## config.mk

```make
export PLATFORM = sky130hd
export DESIGN_NAME = bus_trigger_unit
export DESIGN_NICKNAME = d
export VERILOG_FILES = /design/src/rtl/bus_trigger_pkg.sv /design/src/rtl/addr_match.sv /design/src/rtl/event_delay.sv /design/src/rtl/trig_cond_fsm.sv /design/src/rtl/bus_trigger_unit.sv
export SDC_FILE = /design/constraint.sdc
export NUM_CORES = 1
export LEC_CHECK = 0
export ABC_AREA = 1
export BUFFER_PORTS_ARGS = -buffer_cell sky130_fd_sc_hd__buf_2
export CAP_MARGIN = 20
export CORE_MARGIN = 2
export CORE_UTILIZATION = 53
export CTS_BUF_LIST = sky130_fd_sc_hd__clkbuf_4 sky130_fd_sc_hd__clkbuf_8
export CTS_CLUSTER_DIAMETER = 50
export DETAILED_ROUTE_END_ITERATION = 6
export GPL_TIMING_DRIVEN = 0
export PLACE_DENSITY_LB_ADDON = 0.1
export SYNTH_ARGS = -nofsm -noshare
export SYNTH_HDL_FRONTEND = slang
export SYNTH_SLANG_ARGS = --single-unit
```

## constraint.sdc

```tcl
create_clock -name clk -period 2 [get_ports clk]
set_clock_uncertainty 0.05 [all_clocks]
set_input_delay 0.1 -clock clk [delete_from_list [all_inputs] [get_ports clk]]
set_output_delay 0.1 -clock clk [all_outputs]
set_load 0.01 [all_outputs]
```

## src/rtl/bus_trigger_pkg.sv

```systemverilog
package bus_trigger_pkg;

  typedef enum logic [2:0] {
    MODE_A        = 3'd0,
    MODE_A_OR_B   = 3'd1,
    MODE_INSIDE   = 3'd2,
    MODE_OUTSIDE  = 3'd3,
    MODE_A_THEN_B = 3'd4,
    MODE_DATA_EQ  = 3'd5,
    MODE_DATA_NE  = 3'd6,
    MODE_OFF      = 3'd7
  } trig_mode_e;

  // One qualified bus cycle as seen by the condition logic
  typedef struct packed {
    logic valid;
    logic hit_a;
    logic hit_b;
    logic below_a;
    logic above_b;
    logic data_eq;
  } bus_event_t;

endpackage

```

## src/rtl/addr_match.sv

```systemverilog
module addr_match #(
  parameter int AW    = 16,
  parameter bit UPPER = 1'b0
) (
  input  logic [AW-1:0] addr_i,
  input  logic [AW-1:0] ref_i,
  output logic          eq_o,
  output logic          beyond_o
);

  assign eq_o = (addr_i == ref_i);

  // The lower bound flags addresses below it; the upper bound flags addresses above it
  generate
    if (UPPER) begin : g_upper
      assign beyond_o = (addr_i > ref_i);
    end else begin : g_lower
      assign beyond_o = (addr_i < ref_i);
    end
  endgenerate

endmodule

```

## src/rtl/event_delay.sv

```systemverilog
module event_delay
  import bus_trigger_pkg::*;
#(
  parameter int DEPTH = 2
) (
  input  logic       clk,
  input  logic       rst_n,
  input  logic       flush_i,
  input  bus_event_t ev_i,
  output bus_event_t ev_o
);

  bus_event_t stg_q [DEPTH];
  bus_event_t stg_d [DEPTH];

  generate
    for (genvar s = 0; s < DEPTH; s++) begin : g_stage
      if (s == 0) begin : g_head
        always_comb stg_d[s] = flush_i ? '0 : ev_i;
      end else begin : g_body
        always_comb stg_d[s] = flush_i ? '0 : stg_q[s-1];
      end

      always_ff @(posedge clk or negedge rst_n) begin
        if (!rst_n) stg_q[s] <= '0;
        else        stg_q[s] <= stg_d[s];
      end
    end
  endgenerate

  assign ev_o = stg_q[DEPTH-1];

endmodule

```

## src/rtl/trig_cond_fsm.sv

```systemverilog
module trig_cond_fsm
  import bus_trigger_pkg::*;
(
  input  logic       clk,
  input  logic       rst_n,
  input  logic       arm_i,
  input  logic [2:0] mode_i,
  input  logic       halt_en_i,
  input  bus_event_t ev_i,
  output logic       trigger_o,
  output logic       hit_o,
  output logic       halt_req_o
);

  logic armed_q, seen_a_q, trig_q, hit_q, halt_q;
  logic armed_d, seen_a_d, trig_d, hit_d, halt_d;
  logic cond, fire, upd_en;
  trig_mode_e mode;

  assign mode = trig_mode_e'(mode_i);

  always_comb begin
    unique case (mode)
      MODE_A:        cond = ev_i.hit_a;
      MODE_A_OR_B:   cond = ev_i.hit_a | ev_i.hit_b;
      MODE_INSIDE:   cond = ~ev_i.below_a & ~ev_i.above_b;
      MODE_OUTSIDE:  cond = ev_i.below_a | ev_i.above_b;
      MODE_A_THEN_B: cond = ev_i.hit_b & seen_a_q;
      MODE_DATA_EQ:  cond = ev_i.hit_a & ev_i.data_eq;
      MODE_DATA_NE:  cond = ev_i.hit_a & ~ev_i.data_eq;
      default:       cond = 1'b0;
    endcase
  end

  assign fire = armed_q & ev_i.valid & cond;

  always_comb begin
    if (arm_i) begin
      armed_d  = 1'b1;
      seen_a_d = 1'b0;
      trig_d   = 1'b0;
      hit_d    = 1'b0;
      halt_d   = 1'b0;
    end else begin
      armed_d  = armed_q & ~fire;
      seen_a_d = seen_a_q | (armed_q & ev_i.valid & ev_i.hit_a);
      trig_d   = fire;
      hit_d    = hit_q | fire;
      halt_d   = halt_q | (fire & halt_en_i);
    end
  end

  // State only moves on arm, on an event, or to end a pulse
  assign upd_en = arm_i | ev_i.valid | trig_q;

  always_ff @(posedge clk or negedge rst_n) begin
    if (!rst_n) begin
      armed_q  <= 1'b0;
      seen_a_q <= 1'b0;
      trig_q   <= 1'b0;
      hit_q    <= 1'b0;
      halt_q   <= 1'b0;
    end else if (upd_en) begin
      armed_q  <= armed_d;
      seen_a_q <= seen_a_d;
      trig_q   <= trig_d;
      hit_q    <= hit_d;
      halt_q   <= halt_d;
    end
  end

  assign trigger_o  = trig_q;
  assign hit_o      = hit_q;
  assign halt_req_o = halt_q;

endmodule

```

## src/rtl/bus_trigger_unit.sv

```systemverilog
module bus_trigger_unit
  import bus_trigger_pkg::*;
#(
  parameter int AW          = 16,
  parameter int DW          = 8,
  parameter int TRACK_DEPTH = 2
) (
  input  logic          clk,
  input  logic          rst_n,
  input  logic          arm_i,
  input  logic [2:0]    mode_i,
  input  logic          exec_qual_i,
  input  logic          halt_en_i,
  input  logic [AW-1:0] addr_a_i,
  input  logic [AW-1:0] addr_b_i,
  input  logic [DW-1:0] data_cmp_i,
  input  logic          bus_valid_i,
  input  logic          bus_fetch_i,
  input  logic [AW-1:0] bus_addr_i,
  input  logic [DW-1:0] bus_data_i,
  output logic          trigger_o,
  output logic          hit_o,
  output logic          halt_req_o
);

  localparam int NCMP = 2;

  logic [AW-1:0] cmp_ref [NCMP];
  logic [NCMP-1:0] cmp_eq, cmp_beyond;
  bus_event_t ev_now, ev_dly, ev_eval;

  assign cmp_ref[0] = addr_a_i;
  assign cmp_ref[1] = addr_b_i;

  generate
    for (genvar c = 0; c < NCMP; c++) begin : g_cmp
      addr_match #(.AW(AW), .UPPER(c == 1)) u_match (
        .addr_i   (bus_addr_i),
        .ref_i    (cmp_ref[c]),
        .eq_o     (cmp_eq[c]),
        .beyond_o (cmp_beyond[c])
      );
    end
  endgenerate

  always_comb begin
    ev_now.valid   = bus_valid_i & (bus_fetch_i | ~exec_qual_i);
    ev_now.hit_a   = cmp_eq[0];
    ev_now.hit_b   = cmp_eq[1];
    ev_now.below_a = cmp_beyond[0];
    ev_now.above_b = cmp_beyond[1];
    ev_now.data_eq = (bus_data_i == data_cmp_i);
  end

  event_delay #(.DEPTH(TRACK_DEPTH)) u_track (
    .clk     (clk),
    .rst_n   (rst_n),
    .flush_i (arm_i),
    .ev_i    (ev_now),
    .ev_o    (ev_dly)
  );

  assign ev_eval = exec_qual_i ? ev_dly : ev_now;

  trig_cond_fsm u_fsm (
    .clk        (clk),
    .rst_n      (rst_n),
    .arm_i      (arm_i),
    .mode_i     (mode_i),
    .halt_en_i  (halt_en_i),
    .ev_i       (ev_eval),
    .trigger_o  (trigger_o),
    .hit_o      (hit_o),
    .halt_req_o (halt_req_o)
  );

endmodule

```

# ---- Word-level counts from Yosys, hierarchy flattened
# Index checks and enable logic that the tools add are counted.
dict set report totals {
  ff_bits 17
  out_inout_bits 3
  wordCells 61
}
dict set report classes {
  n_bitwise 23
  eq_ne 9
  mux 9
  n_reduce_logical 1
  magnitude_cmp 2
}
# op n
set op_table {}
lappend op_table {{$eq A16 B16 Y1} 2}
lappend op_table {{$mux W6} 3}
lappend op_table {{$gt A16 B16 Y1} 1}
lappend op_table {{$lt A16 B16 Y1} 1}
lappend op_table {{$and A1 B1 Y1} 10}
lappend op_table {{$eq A3 B3 Y1 const B} 3}
lappend op_table {{$eq A8 B8 Y1} 1}
lappend op_table {{$or A1 B1 Y1} 8}
lappend op_table {{$pmux W1 S7} 1}
lappend op_table {{$eq A3 B2 Y1 const B} 2}
lappend op_table {{$mux W1} 5}
lappend op_table {{$not A1 Y1} 5}
lappend op_table {{$eq A3 B1 Y1 const B} 1}
lappend op_table {{$logic_not A3 Y1} 1}

# ---- Logic depth before layout (Yosys ltp)
# Gate-level depths: netlist of run 1.
dict set report logic_depth {
  ltp_word 11
  ltp_mapped 17
}

# ---- By module
# A second synthesis of run 1 with hierarchy kept.
dict set report hier_totals {
  cells_unflattened 280
  hier_area_um2 1826.8
}
# mod cells_per_inst n_inst seq_area_each_um2 area_each_um2
set modules_own_cells {}
lappend modules_own_cells {event_delay 43 1 300.3 446.7}
lappend modules_own_cells {{addr_match (g_cmp[1].u_match)} 71 1 0.0 440.4}
lappend modules_own_cells {{addr_match (g_cmp[0].u_match)} 70 1 0.0 429.2}
lappend modules_own_cells {trig_cond_fsm 39 1 125.1 272.8}
lappend modules_own_cells {bus_trigger_unit 57 1 0.0 237.7}

# ---- Least setup slack after synthesis of run 1
# No wires, ideal clock.
dict set report synth_path {
  path_type {input to register}
  from {in addr_a_i[15]}
  to {reg u_fsm.armed_q}
  arrival_time_ns 1.347
  setup_slack_ns 0.485
  cell_stages 12
  t_required_ns 1.832
  path_buffers 0
  cell_sequence {inv_1 > ha_1 > nand2_2 > o21bai_1 > nand2_1 > a21oi_1 > a21oi_2 > nand2_1 > nand3_1 > nand3_2 > nand2_2 > a21o_1}
}
dict set report synth_via {
  elab_chain_len 9
  elab_cells_between_ends 14
  classes_between {1 x order compare; 1 x eq/ne; 3 x mux; 9 x bitwise}
}
# element line
set synth_lines {}
lappend synth_lines {{start, declared} bus_trigger_unit.sv:14} ;# input logic [AW-1:0] addr_a_i,
lappend synth_lines {{$lt A16 B16 Y1} addr_match.sv:18} ;# assign beyond_o = (addr_i < ref_i);
lappend synth_lines {{$mux W6 *} bus_trigger_unit.sv:63} ;# assign ev_eval = exec_qual_i ? ev_dly : ev_now;
lappend synth_lines {{$not A1 Y1} trig_cond_fsm.sv:26} ;# MODE_INSIDE: cond = ~ev_i.below_a & ~ev_i.above_b;
lappend synth_lines {{$and A1 B1 Y1} trig_cond_fsm.sv:26}
lappend synth_lines {{$pmux W1 S7 *} trig_cond_fsm.sv:23} ;# unique case (mode)
lappend synth_lines {{$and A1 B1 Y1 *} trig_cond_fsm.sv:35} ;# assign fire = armed_q & ev_i.valid & cond;
lappend synth_lines {{$not A1 Y1 *} trig_cond_fsm.sv:45} ;# armed_d = armed_q & ~fire;
lappend synth_lines {{$and A1 B1 Y1 *} trig_cond_fsm.sv:45}
lappend synth_lines {{$mux W1 *} trig_cond_fsm.sv:38} ;# if (arm_i) begin
lappend synth_lines {{end signal, assigned} trig_cond_fsm.sv:64} ;# armed_q <= armed_d;
lappend synth_lines {{end, declared} trig_cond_fsm.sv:15} ;# logic armed_q, seen_a_q, trig_q, hit_q, halt_q;
# Every way passes the cells marked *; elsewhere a longest branch is shown, timed or not.
# A chain may end at the register's enable or synchronous reset.

# ---- Worst setup path after layout of run 1
dict set report layout_path {
  from {in addr_b_i[11]}
  to {reg u_fsm.armed_q}
}
dict set report layout_via {
  elab_chain_len 9
  elab_cells_between_ends 13
  classes_between {1 x order compare; 1 x eq/ne; 3 x mux; 8 x bitwise}
}
# element line
set layout_lines {}
lappend layout_lines {{start, declared} bus_trigger_unit.sv:15} ;# input logic [AW-1:0] addr_b_i,
lappend layout_lines {{$gt A16 B16 Y1} addr_match.sv:16} ;# assign beyond_o = (addr_i > ref_i);
lappend layout_lines {{$mux W6 *} bus_trigger_unit.sv:63}
lappend layout_lines {{$not A1 Y1} trig_cond_fsm.sv:26}
lappend layout_lines {{$and A1 B1 Y1} trig_cond_fsm.sv:26}
lappend layout_lines {{$pmux W1 S7 *} trig_cond_fsm.sv:23}
lappend layout_lines {{$and A1 B1 Y1 *} trig_cond_fsm.sv:35}
lappend layout_lines {{$not A1 Y1 *} trig_cond_fsm.sv:45}
lappend layout_lines {{$and A1 B1 Y1 *} trig_cond_fsm.sv:45}
lappend layout_lines {{$mux W1 *} trig_cond_fsm.sv:38}
# Marks and branches as above.

==> impl_metrics.ini, run 1 <==
[outcome]
status = complete, no violations

[finish]
synthToLayoutAreaGrowth_pct = 27.0
fin_nets = 440
drive_gt1_frac = 0.297
diodes = 0
fillers = 307

[setup_path]
cpPeakStageDelay_ns = 0.32
startpoint = addr_b_i[11]
worstPathArrival_ns = 1.62
cp_num_buf_inv = 2
crit_family = compound AO/OA/AOI/OAI gates
critPathCapture = u_fsm.armed_q$_DFFE_PN0P_
r2r-start = u_track.ev_o[4]$_DFF_PN0_
path_cells = buf_2, inv_1, ha_1, a21oi_1, o21ai_0, a21oi_1, nand2_1, nand2_1, nand2_1, nand2_1, nand2_1, nand3_2, nand2_2, a21o_1
worstSetupPathType = input pin to flip-flop
r2r_cells = 7
path_max_fanout = 3
path_depth = 14
regToRegEndpoint = u_fsm.hit_o$_DFFE_PN0P_
crit_slowest_cell = ha_1
cp.required_ns = 2.14
r2r_slack_ns = 0.69
crit_top_cell = nand2_1
start_kind = input pin
critPathCaptureType = flip-flop

[sta]
tns_ns = 0
worst_pin_slew_ns = 0.386
setup_violations = 0
rsz0062_at_grt = false
fin_crit_ns = 1.47
hold_violations = 0
slew_headroom = 0.742
fmax_ghz = 0.678
slew_violations = 0
setup_ws_ns = 0.525
post-route-period-util = 0.737

[clock_network]
clock_path_buffers = 2
cts_buffers = 3
cts_tree = yes
insertion_delay_ns = 0.29
htree_levels = 1
clk_pin_slew_ns = 0.10
cts.sinks = 17
cts_resized = 0
cts-root-buf = clkbuf_4

[yosys]
yosys_warnings = 0
synth_simple_gate_area_frac = 0.283
synth-adder-area-share = 0.225
synth_cell_type_count = 30
synth.largest_area_cell = dfrtp_1
synthTopCellsByCount = inv_1 (56), nand2_1 (56), ha_1 (32), nor2_1 (24)
synth-compound-area-share = 0.0986
synth.area.mux_share = 0
synth_edf_count = 0
syn-instance-count = 252
ys_seq_area_frac = 0.239
ys_ff_latch = 17
syn-cell-area_um2 = 1780
synth_nets = 358
synth_xor_area_frac = 0.0246
ys_top_cells_by_area = dfrtp_1 (24%), ha_1 (23%), inv_1 (12%), nand2_1 (12%), nor2_1 (5.1%)
synthFlopType = dfrtp_1
ys_async_sr_fraction = 1.00
synth_top_area_frac = 0.239
synth_top_family_by_area = simple AND/OR/NAND/NOR gates
synth.avg_cell_area_um2 = 7.05

[global_route]
grt_pass1_wl_um = 5630
antenna_found_initial = 0
track_usage = 0.191
grt_max_degree = 18
overflow = 0
grt_pass1_vias = 1508

[die]
die_area_um2 = 3830
ios = 77
rows = 21
die_h_um = 61.9
core_um2 = 3280
die_x_um = 61.9
start_util = 0.541

[detailed_routing]
drt-initial-drc-count = 36
routed_via_density = 4.59
drt_pass1_iterations = 4
drc = 0
ant_nets = 0
vias = 1738
wirelength_um = 3320
wl_per_cell_um = 8.75

[place]
gp_congestion = 0.805
pre_cts_slack_ns = 0.205
io_buffers = 75
hpwl_um = 3010

[power_and_ir_drop]
p_seq_frac = 0.413
combPwrFrac = 0.381
power.density_nw_per_um2 = 387
clockPowerShare = 0.206
leakagePower_uw = 0.00140
ir_drop_uv = 188
p_sw_frac = 0.329
p_switching_uw = 288
power.internal_uw = 586

[worst_hold_path]
min_path_type = input pin to flip-flop

[flow_run]
maxCapViolCount = 0
[state kept, by name, indices dropped and copies added (netlist names)]
signal            flops
u_fsm.hit_o           1
u_fsm.seen_a_q        1
u_track.ev_o          6
u_fsm.halt_req_o      1
u_fsm.armed_q         1
u_track.stg_q         6
u_fsm.trigger_o       1
[layout make-up]
type	instances	area (um^2)	area share
repair buffers	77	395	0.175
multi-input cells	174	1120	0.497
clock inverters	1	5.00	0.00222
clock buffers	3	22.5	0.00998
flip-flops and latches	17	425	0.188
plain buffers	2	7.51	0.00333
inverters	59	221	0.0981
well taps	46	57.6	0.0255
[worst min path at each step]
stage | to | slack, ns | from | depth (start not counted)
3_5_place_dp | u_track.ev_o[0]$_DFF_PN0_ | -0.007 | rst_n | 1
5_1_grt | u_track.stg_q[11]$_DFF_PN0_ | 0.06 | bus_valid_i | 3
4_1_cts | u_track.stg_q[11]$_DFF_PN0_ | 0.04 | bus_valid_i | 3
6_report | u_track.stg_q[11]$_DFF_PN0_ | 0.06 | bus_valid_i | 3
2_1_floorplan | u_fsm.armed_q$_DFFE_PN0P_ | -0.25 | rst_n | 0
3_3_place_gp | u_fsm.halt_req_o$_DFFE_PN0P_ | -0.009 | rst_n | 1
[cells by family after synthesis]
kind of cell | Yosys count
simple gates | 108
buf+inv | 61
fa+ha+maj | 32
compound gates | 29
flops | 17
xor+xnor | 5
[power by group through the flow]
stage | clock [uW] | combinational, uW | sequential, uW
6_report | 180 | 333 | 360
5_1_grt | 203 | 395 | 362
4_1_cts | 189 | 340 | 361
3_5_place_dp | 0 | 335 | 367
3_3_place_gp | 0 | 326 | 367
2_1_floorplan | 0 | 206 | 368
[per-stage QoR]
step                      hold slack (ns)  instance area [um^2]  cells  power (uW)  utilization
after global routing               0.0648                  2260    379         960        0.687
after CTS                          0.0435                  2260    379         889        0.687
after floorplan                    -0.246                  1780    252         574            -
final                              0.0588                  2260    379         874        0.687
after global placement           -0.00912                  2210    373         693        0.673
after detailed placement         -0.00673                  2210    373         702        0.673
[worst min-delay path: cells and delay by family]
family	cells	cell delay, ns
buffers and inverters	1	0.09
AO/OA/AOI/OAI	1	0.11
AND/OR/NAND/NOR	1	0.06
[per-layer routing]
layer | part of all wire | vias to the layer above | track usage
met5 | 0 | - | 0
met4 | 0.012 | 0 | 0.0547
met3 | 0.064 | 4 | 0.0290
met2 | 0.48 | 54 | 0.346
met1 | 0.45 | 737 | 0.234
li1 | - | 943 | -
[placed cells by master, fill, tap and decap left out]
cell type | Yosys | final
a21oi_2 | 2 | 2
a21oi_1 | 17 | 17
or2_4 | 1 | 1
nand2_1 | 56 | 56
o21a_1 | 1 | 1
nand2_2 | 6 | 6
a21o_2 | 1 | 1
ha_1 | 32 | 32
nand3_1 | 8 | 8
nand4_4 | 1 | 1
o211a_1 | 1 | 1
nand4_2 | 1 | 1
clkbuf_1 | 2 | 2
o21ai_0 | 3 | 3
clkbuf_4 | 0 | 3
inv_1 | 56 | 56
o21ai_2 | 1 | 1
nand4_1 | 2 | 2
nor3_2 | 1 | 1
xnor2_1 | 5 | 5
dlygate4sd3_1 | 0 | 2
clkinv_2 | 0 | 1
or2_0 | 1 | 1
nand3_2 | 1 | 1
a21o_1 | 1 | 1
o21bai_1 | 2 | 2
nor2_4 | 2 | 2
nor2_2 | 1 | 1
buf_2 | 0 | 75
clkinv_1 | 1 | 1
nor2_1 | 24 | 24
dfrtp_1 | 17 | 17
nor3_1 | 3 | 3
inv_2 | 2 | 2
[timing repair]
item / 4_1_cts / 5_1_grt
endpoints found under the hold margin: 18 / 0
setup buffers: 0 / 0
hold buffers: 2 / 0
Note: power is estimated with default switching activity, not from simulation.
==> inputs of run 2 (changes only) <==
CORE_UTILIZATION = 45   (was 53)
clock period = 1.26 ns   (was 2 ns; I/O delays follow)
==> impl_metrics.ini, run 2 (same netlist as run 1, synthesis figures left out) <==
[clock_network]
clk_pin_slew_ns = 0.06
cts_tree = yes
clock_path_buffers = 2
cts_buffers = 3
cts-root-buf = clkbuf_8
insertion_delay_ns = 0.25
cts.sinks = 17
htree_levels = 1

[finish]
fin_nets = 444
layout_common_cells = buf_2 (56), nand2_1 (48), inv_1 (42)
final_common_cell = buf_2
diodes = 0
final_area_um2 = 2770
multi_input_area_um2 = 1450
drive_gt1_frac = 0.457
fin_util = 0.746
ff_latch_area_um2 = 425
synthToLayoutAreaGrowth_pct = 56.1
instances_no_fill = 385
fillers = 303

[die]
die_x_um = 66.8
core_um2 = 3720
die_area_um2 = 4470
rows = 22
die_h_um = 66.8
start_util = 0.478
ios = 77

[setup_path]
critPathCaptureType = flip-flop
path_cells = buf_6, ha_4, inv_2, o21bai_1, nand2_1, nand2_1, nand2_1, nand2_1, nand2_1, nand2_1, nand2_2, nand2_2, nand3_2, nand3_2, nand2_2, a21o_1
startpoint = bus_addr_i[1]
cpPeakStageDelay_ns = 0.26
worstPathArrival_ns = 1.60
r2r_slack_ns = -0.03
crit_top_cell = nand2_1
path_max_fanout = 3
r2r-start = u_track.ev_o[0]$_DFF_PN0_
start_kind = input pin
cp.required_ns = 1.35
crit_slowest_cell = ha_4
worstSetupPathType = input pin to flip-flop

[sta]
hold_violations = 0
setup_ws_ns = -0.253
post-route-period-util = 1.20
fmax_ghz = 0.661
slew_headroom = 0.741
setup_violations = 4
slew_violations = 0
rsz0062_at_grt = true
worst_pin_slew_ns = 0.388
fin_crit_ns = 1.51

[global_route]
grtUsageMet1 = 0.239
grt_pass1_vias = 1671
top_usage_layer = met2
antenna_found_initial = 0
grtUsageMet3 = 0.0169
track_usage = 0.185
grt_util_met2 = 0.338
grt_pass1_wl_um = 6560
grt_max_degree = 18
overflow = 0

[outcome]
status = complete, but fails checks
violations = negative setup slack

[power_and_ir_drop]
clockPowerShare = 0.238
p_seq_frac = 0.333
leakagePower_uw = 0.00148
combPwrFrac = 0.429
p_sw_frac = 0.314
p_switching_uw = 542
power.density_nw_per_um2 = 621
p_total_uw = 1720
power.internal_uw = 1180
ir_drop_uv = 341

[place]
dp.cells = 375
hpwl_um = 3060
gp_congestion = 0.744
pre_cts_slack_ns = -0.557
dpl_cell_area_um2 = 2370
io_buffers = 75

[detailed_routing]
routed_via_density = 4.64
vias = 1788
wl_per_cell_um = 10.6
wirelength_um = 4060
ant_nets = 0
drt_pass1_iterations = 4
drc = 0
drt-initial-drc-count = 26

[flow_run]
maxCapViolCount = 0

[worst_hold_path]
min_path_type = input pin to flip-flop
min_from = halt_en_i
==> run 2: critical path: cells and delay by family <==
family,cells,cell delay [ns]
adder cells (fa/ha/maj),1,0.26
buffers and inverters,2,0.14
AO/OA/AOI/OAI,2,0.38
AND/OR/NAND/NOR,11,0.75
==> run 2: repair_timing <==
item	in CTS	in global routing
setup buffers	0	5
resized for setup	25	35
hold buffers	1	0
gates cloned	0	0
pin swaps	13	25
hold endpoints to repair	17	0
endpoints found under the setup margin	4	4
==> run 2: cell type report <==
class	instances	area share
Buffer	2	0.00271
Inverter	59	0.0875
Timing Repair Buffer	81	0.194
Multi-Input combinational cell	174	0.523
Sequential cell	17	0.153
Tap cell	48	0.0217
Clock buffer	4	0.0176
==> run 2: metrics by stage <==
step	hold WS [ns]	setup TNS, ns
after floorplan	-0.283	-0.528
after global placement	-0.0452	-2.04
after detailed placement	-0.0401	-2.06
after CTS	0.0187	-0.439
after global routing	0.0380	-1.46
final	0.0210	-0.947
==> run 2: per-layer routing <==
layer	wire length, um	vias to the layer above
met5	0	-
met4	38	0
met1	1700	783
met2	2110	48
li1	-	951
met3	210	6
==> run 2: worst paths after layout <==
kind | to | depth (start not counted)
hold reg to reg | u_track.ev_o[4]$_DFF_PN0_ | 2
max in group asynchronous | u_track.stg_q[9]$_DFF_PN0_ | 2
min in group asynchronous | u_fsm.halt_req_o$_DFFE_PN0P_ | 2
setup reg to reg | u_fsm.hit_o$_DFFE_PN0P_ | 7
hold / removal | u_fsm.halt_req_o$_DFFE_PN0P_ | 3
setup / recovery | u_fsm.armed_q$_DFFE_PN0P_ | 16
==> run 2: power groups by stage <==
stage               Sequential (uW)  Combinational, uW  Clock, uW
floorplan                       584                375          0
global placement                582                588          0
detailed placement              584                600          0
CTS                             574                657        423
global route                    575                839        442
finish                          573                740        410
==> inputs of run 3 (changes only) <==
ABC_AREA = 0   (was 1)
CORE_UTILIZATION = 44   (was 45)
==> impl_metrics.ini, run 3 <==
[outcome]
status = complete, but fails checks
violations = negative setup slack

[die]
die_x_um = 65.5
core_um2 = 3660
die_h_um = 65.5
die_area_um2 = 4290
start_util = 0.455
rows = 22
ios = 77

[finish]
final_common_cell = buf_2
ff_latch_area_um2 = 425
drive_gt1_frac = 0.475
fin_util = 0.727
diodes = 0
fillers = 295
layout_common_cells = buf_2 (56), inv_1 (20), ha_4 (18), buf_6 (18), dfrtp_1 (17)
multi_input_area_um2 = 1400
synthToLayoutAreaGrowth_pct = 59.9
fin_nets = 387

[detailed_routing]
vias = 1658
ant_nets = 0
drt-initial-drc-count = 46
drc = 0
routed_via_density = 5.05
wl_per_cell_um = 12.3
wirelength_um = 4040
drt_pass1_iterations = 4

[setup_path]
worstSetupPathType = input pin to flip-flop
crit_slowest_cell = a311o_1
start_kind = input pin
r2r_slack_ns = -0.20
worstPathArrival_ns = 1.92
critPathCaptureType = flip-flop
startpoint = bus_addr_i[7]
path_cells = buf_2, ha_1, nand2_2, nor4_4, a21boi_4, o31ai_4, a311o_1, a41o_1
cp_num_buf_inv = 1
crit_family = compound AO/OA/AOI/OAI gates
cp.required_ns = 1.35
cpPeakStageDelay_ns = 0.39
path_max_fanout = 4
r2r_cells = 5
regToRegEndpoint = u_fsm.armed_q$_DFFE_PN0P_
r2r-start = u_track.ev_o[0]$_DFF_PN0_

[yosys]
ys_seq_area_frac = 0.255
yosysMostFrequentCell = inv_1
ys_async_sr_fraction = 1.00
syn-instance-count = 194
synthFlopType = dfrtp_1
synth_cell_type_count = 41
synth_nets = 300
synth_top_area_frac = 0.255
synthTopCellsByCount = inv_1 (36), ha_1 (32), dfrtp_1 (17), a21oi_1 (14)
syn-cell-area_um2 = 1670
synth_edf_count = 0
ys_ff_latch = 17
synth.largest_area_cell = dfrtp_1
ys_top_cells_by_area = dfrtp_1 (26%), ha_1 (24%), inv_1 (8.1%), a21oi_1 (4.2%), xor2_1 (4.2%)
yosys_warnings = 0
synth.avg_cell_area_um2 = 8.58

[sta]
fmax_ghz = 0.548
setup_ws_ns = -0.566
hold_violations = 0
hold_slack_ns = 0.0379
tns_ns = -2.71
setup_violations = 8
rsz0062_at_grt = true
fin_crit_ns = 1.83
worst_pin_slew_ns = 0.544
post-route-period-util = 1.45
slew_headroom = 0.634
slew_violations = 0

[clock_network]
insertion_delay_ns = 0.25
cts_tree = yes
cts_buffers = 3
clock_path_buffers = 2
clk_pin_slew_ns = 0.07
htree_levels = 1
cts-root-buf = clkbuf_8
cts.sinks = 17

[power_and_ir_drop]
p_total_uw = 1650
combPwrFrac = 0.397
power.density_nw_per_um2 = 621
p_seq_frac = 0.342
leakagePower_uw = 0.00128
p_sw_frac = 0.300
clockPowerShare = 0.261
ir_drop_uv = 380
power.internal_uw = 1160
p_switching_uw = 496

[place]
io_buffers = 75
gp_congestion = 0.767
hpwl_um = 3010
pre_cts_slack_ns = -0.969

[worst_hold_path]
holdPathEnd = u_track.ev_o[0]$_DFF_PN0_
hold_depth = 2
min_path_type = input pin to flip-flop
min_from = arm_i

[global_route]
grt_pass1_vias = 1507
grt_max_degree = 18
grt_pass1_wl_um = 6310
track_usage = 0.186
overflow = 0
antenna_found_initial = 0

[flow_run]
maxCapViolCount = 0
## run 3: changes by cell type after synthesis, moves of 3 or more
cell     delta
nand2_1    -46
inv_1      -20
nor2_1     -15
nor2b_1    +10
xor2_1      +8
nand2_2     -6
nand3_1     -5
nand4_1     +4
xnor2_1     -4
a21oi_1     -3
a31oi_1     +3
nor4_1      +3
o21ai_0     +3
## run 3: final cells by class
class                      instances  area share
multi-input combinational        138       0.524
buffer                             3     0.00423
inverter                          36      0.0573
timing repair buffer              82       0.213
clock buffer                       4      0.0183
tap                               48      0.0226
sequential                        17       0.160
## run 3: routing by layer
layer / GRT usage / routed length (um) / vias up
li1: - / - / 857
met1: 0.225 / 1810 / 756
met2: 0.348 / 2030 / 43
met3: 0.0223 / 169 / 2
met4: 0.0469 / 21 / 0
met5: 0 / 0 / -
## run 3: logic make-up (layout without fill, tap and decap cells)
family | Yosys count | in the layout | share of synthesized area
AO/OA/AOI/OAI | 43 | 43 | 0.177
XOR/XNOR | 9 | 9 | 0.0473
adder cells (fa/ha/maj) | 32 | 32 | 0.240
buffers and inverters | 39 | 125 | 0.0879
flip-flops | 17 | 17 | 0.255
multiplexers | 1 | 1 | 0.00676
AND/OR/NAND/NOR | 53 | 53 | 0.186
## run 3: per-stage QoR
step	instances	area [um^2]
finish	328	2660
global route	328	2660
CTS	325	2520
detailed placement	317	2240
global placement	317	2240
floorplan	194	1810
## run 3: power groups by stage
stage	Clock [uW]	Combinational (uW)	Sequential, uW
detailed placement	0	514	576
global placement	0	507	576
CTS	437	598	566
floorplan	0	296	577
global route	468	730	567
finish	432	656	566
## run 3: worst register-to-register path: stages (launching register included)
cell	delay (ns)
dfrtp_1	0.38
nor4bb_1	0.28
a21oi_1	0.13
a31oi_2	0.21
o21ai_2	0.12
a41o_1	0.19
## run 3: what timing repair did
action | in CTS | in global routing
gates resized for setup | 41 | 21
endpoints found under the setup margin | 6 | 8
pin swaps | 22 | 19
hold endpoints to repair | 17 | 0
hold buffers | 1 | 0
buffers inserted | 3 | 3
## run 3: worst max-delay path by stage
stage	cells after the start	endpoint	slack [ns]
after floorplan	8	u_fsm.armed_q$_DFFE_PN0P_	-0.49
after global placement	8	u_fsm.armed_q$_DFFE_PN0P_	-0.96
after detailed placement	8	u_fsm.armed_q$_DFFE_PN0P_	-0.97
after CTS	8	u_fsm.armed_q$_DFFE_PN0P_	-0.59
after global routing	8	u_fsm.armed_q$_DFFE_PN0P_	-0.69
final	8	u_fsm.armed_q$_DFFE_PN0P_	-0.57
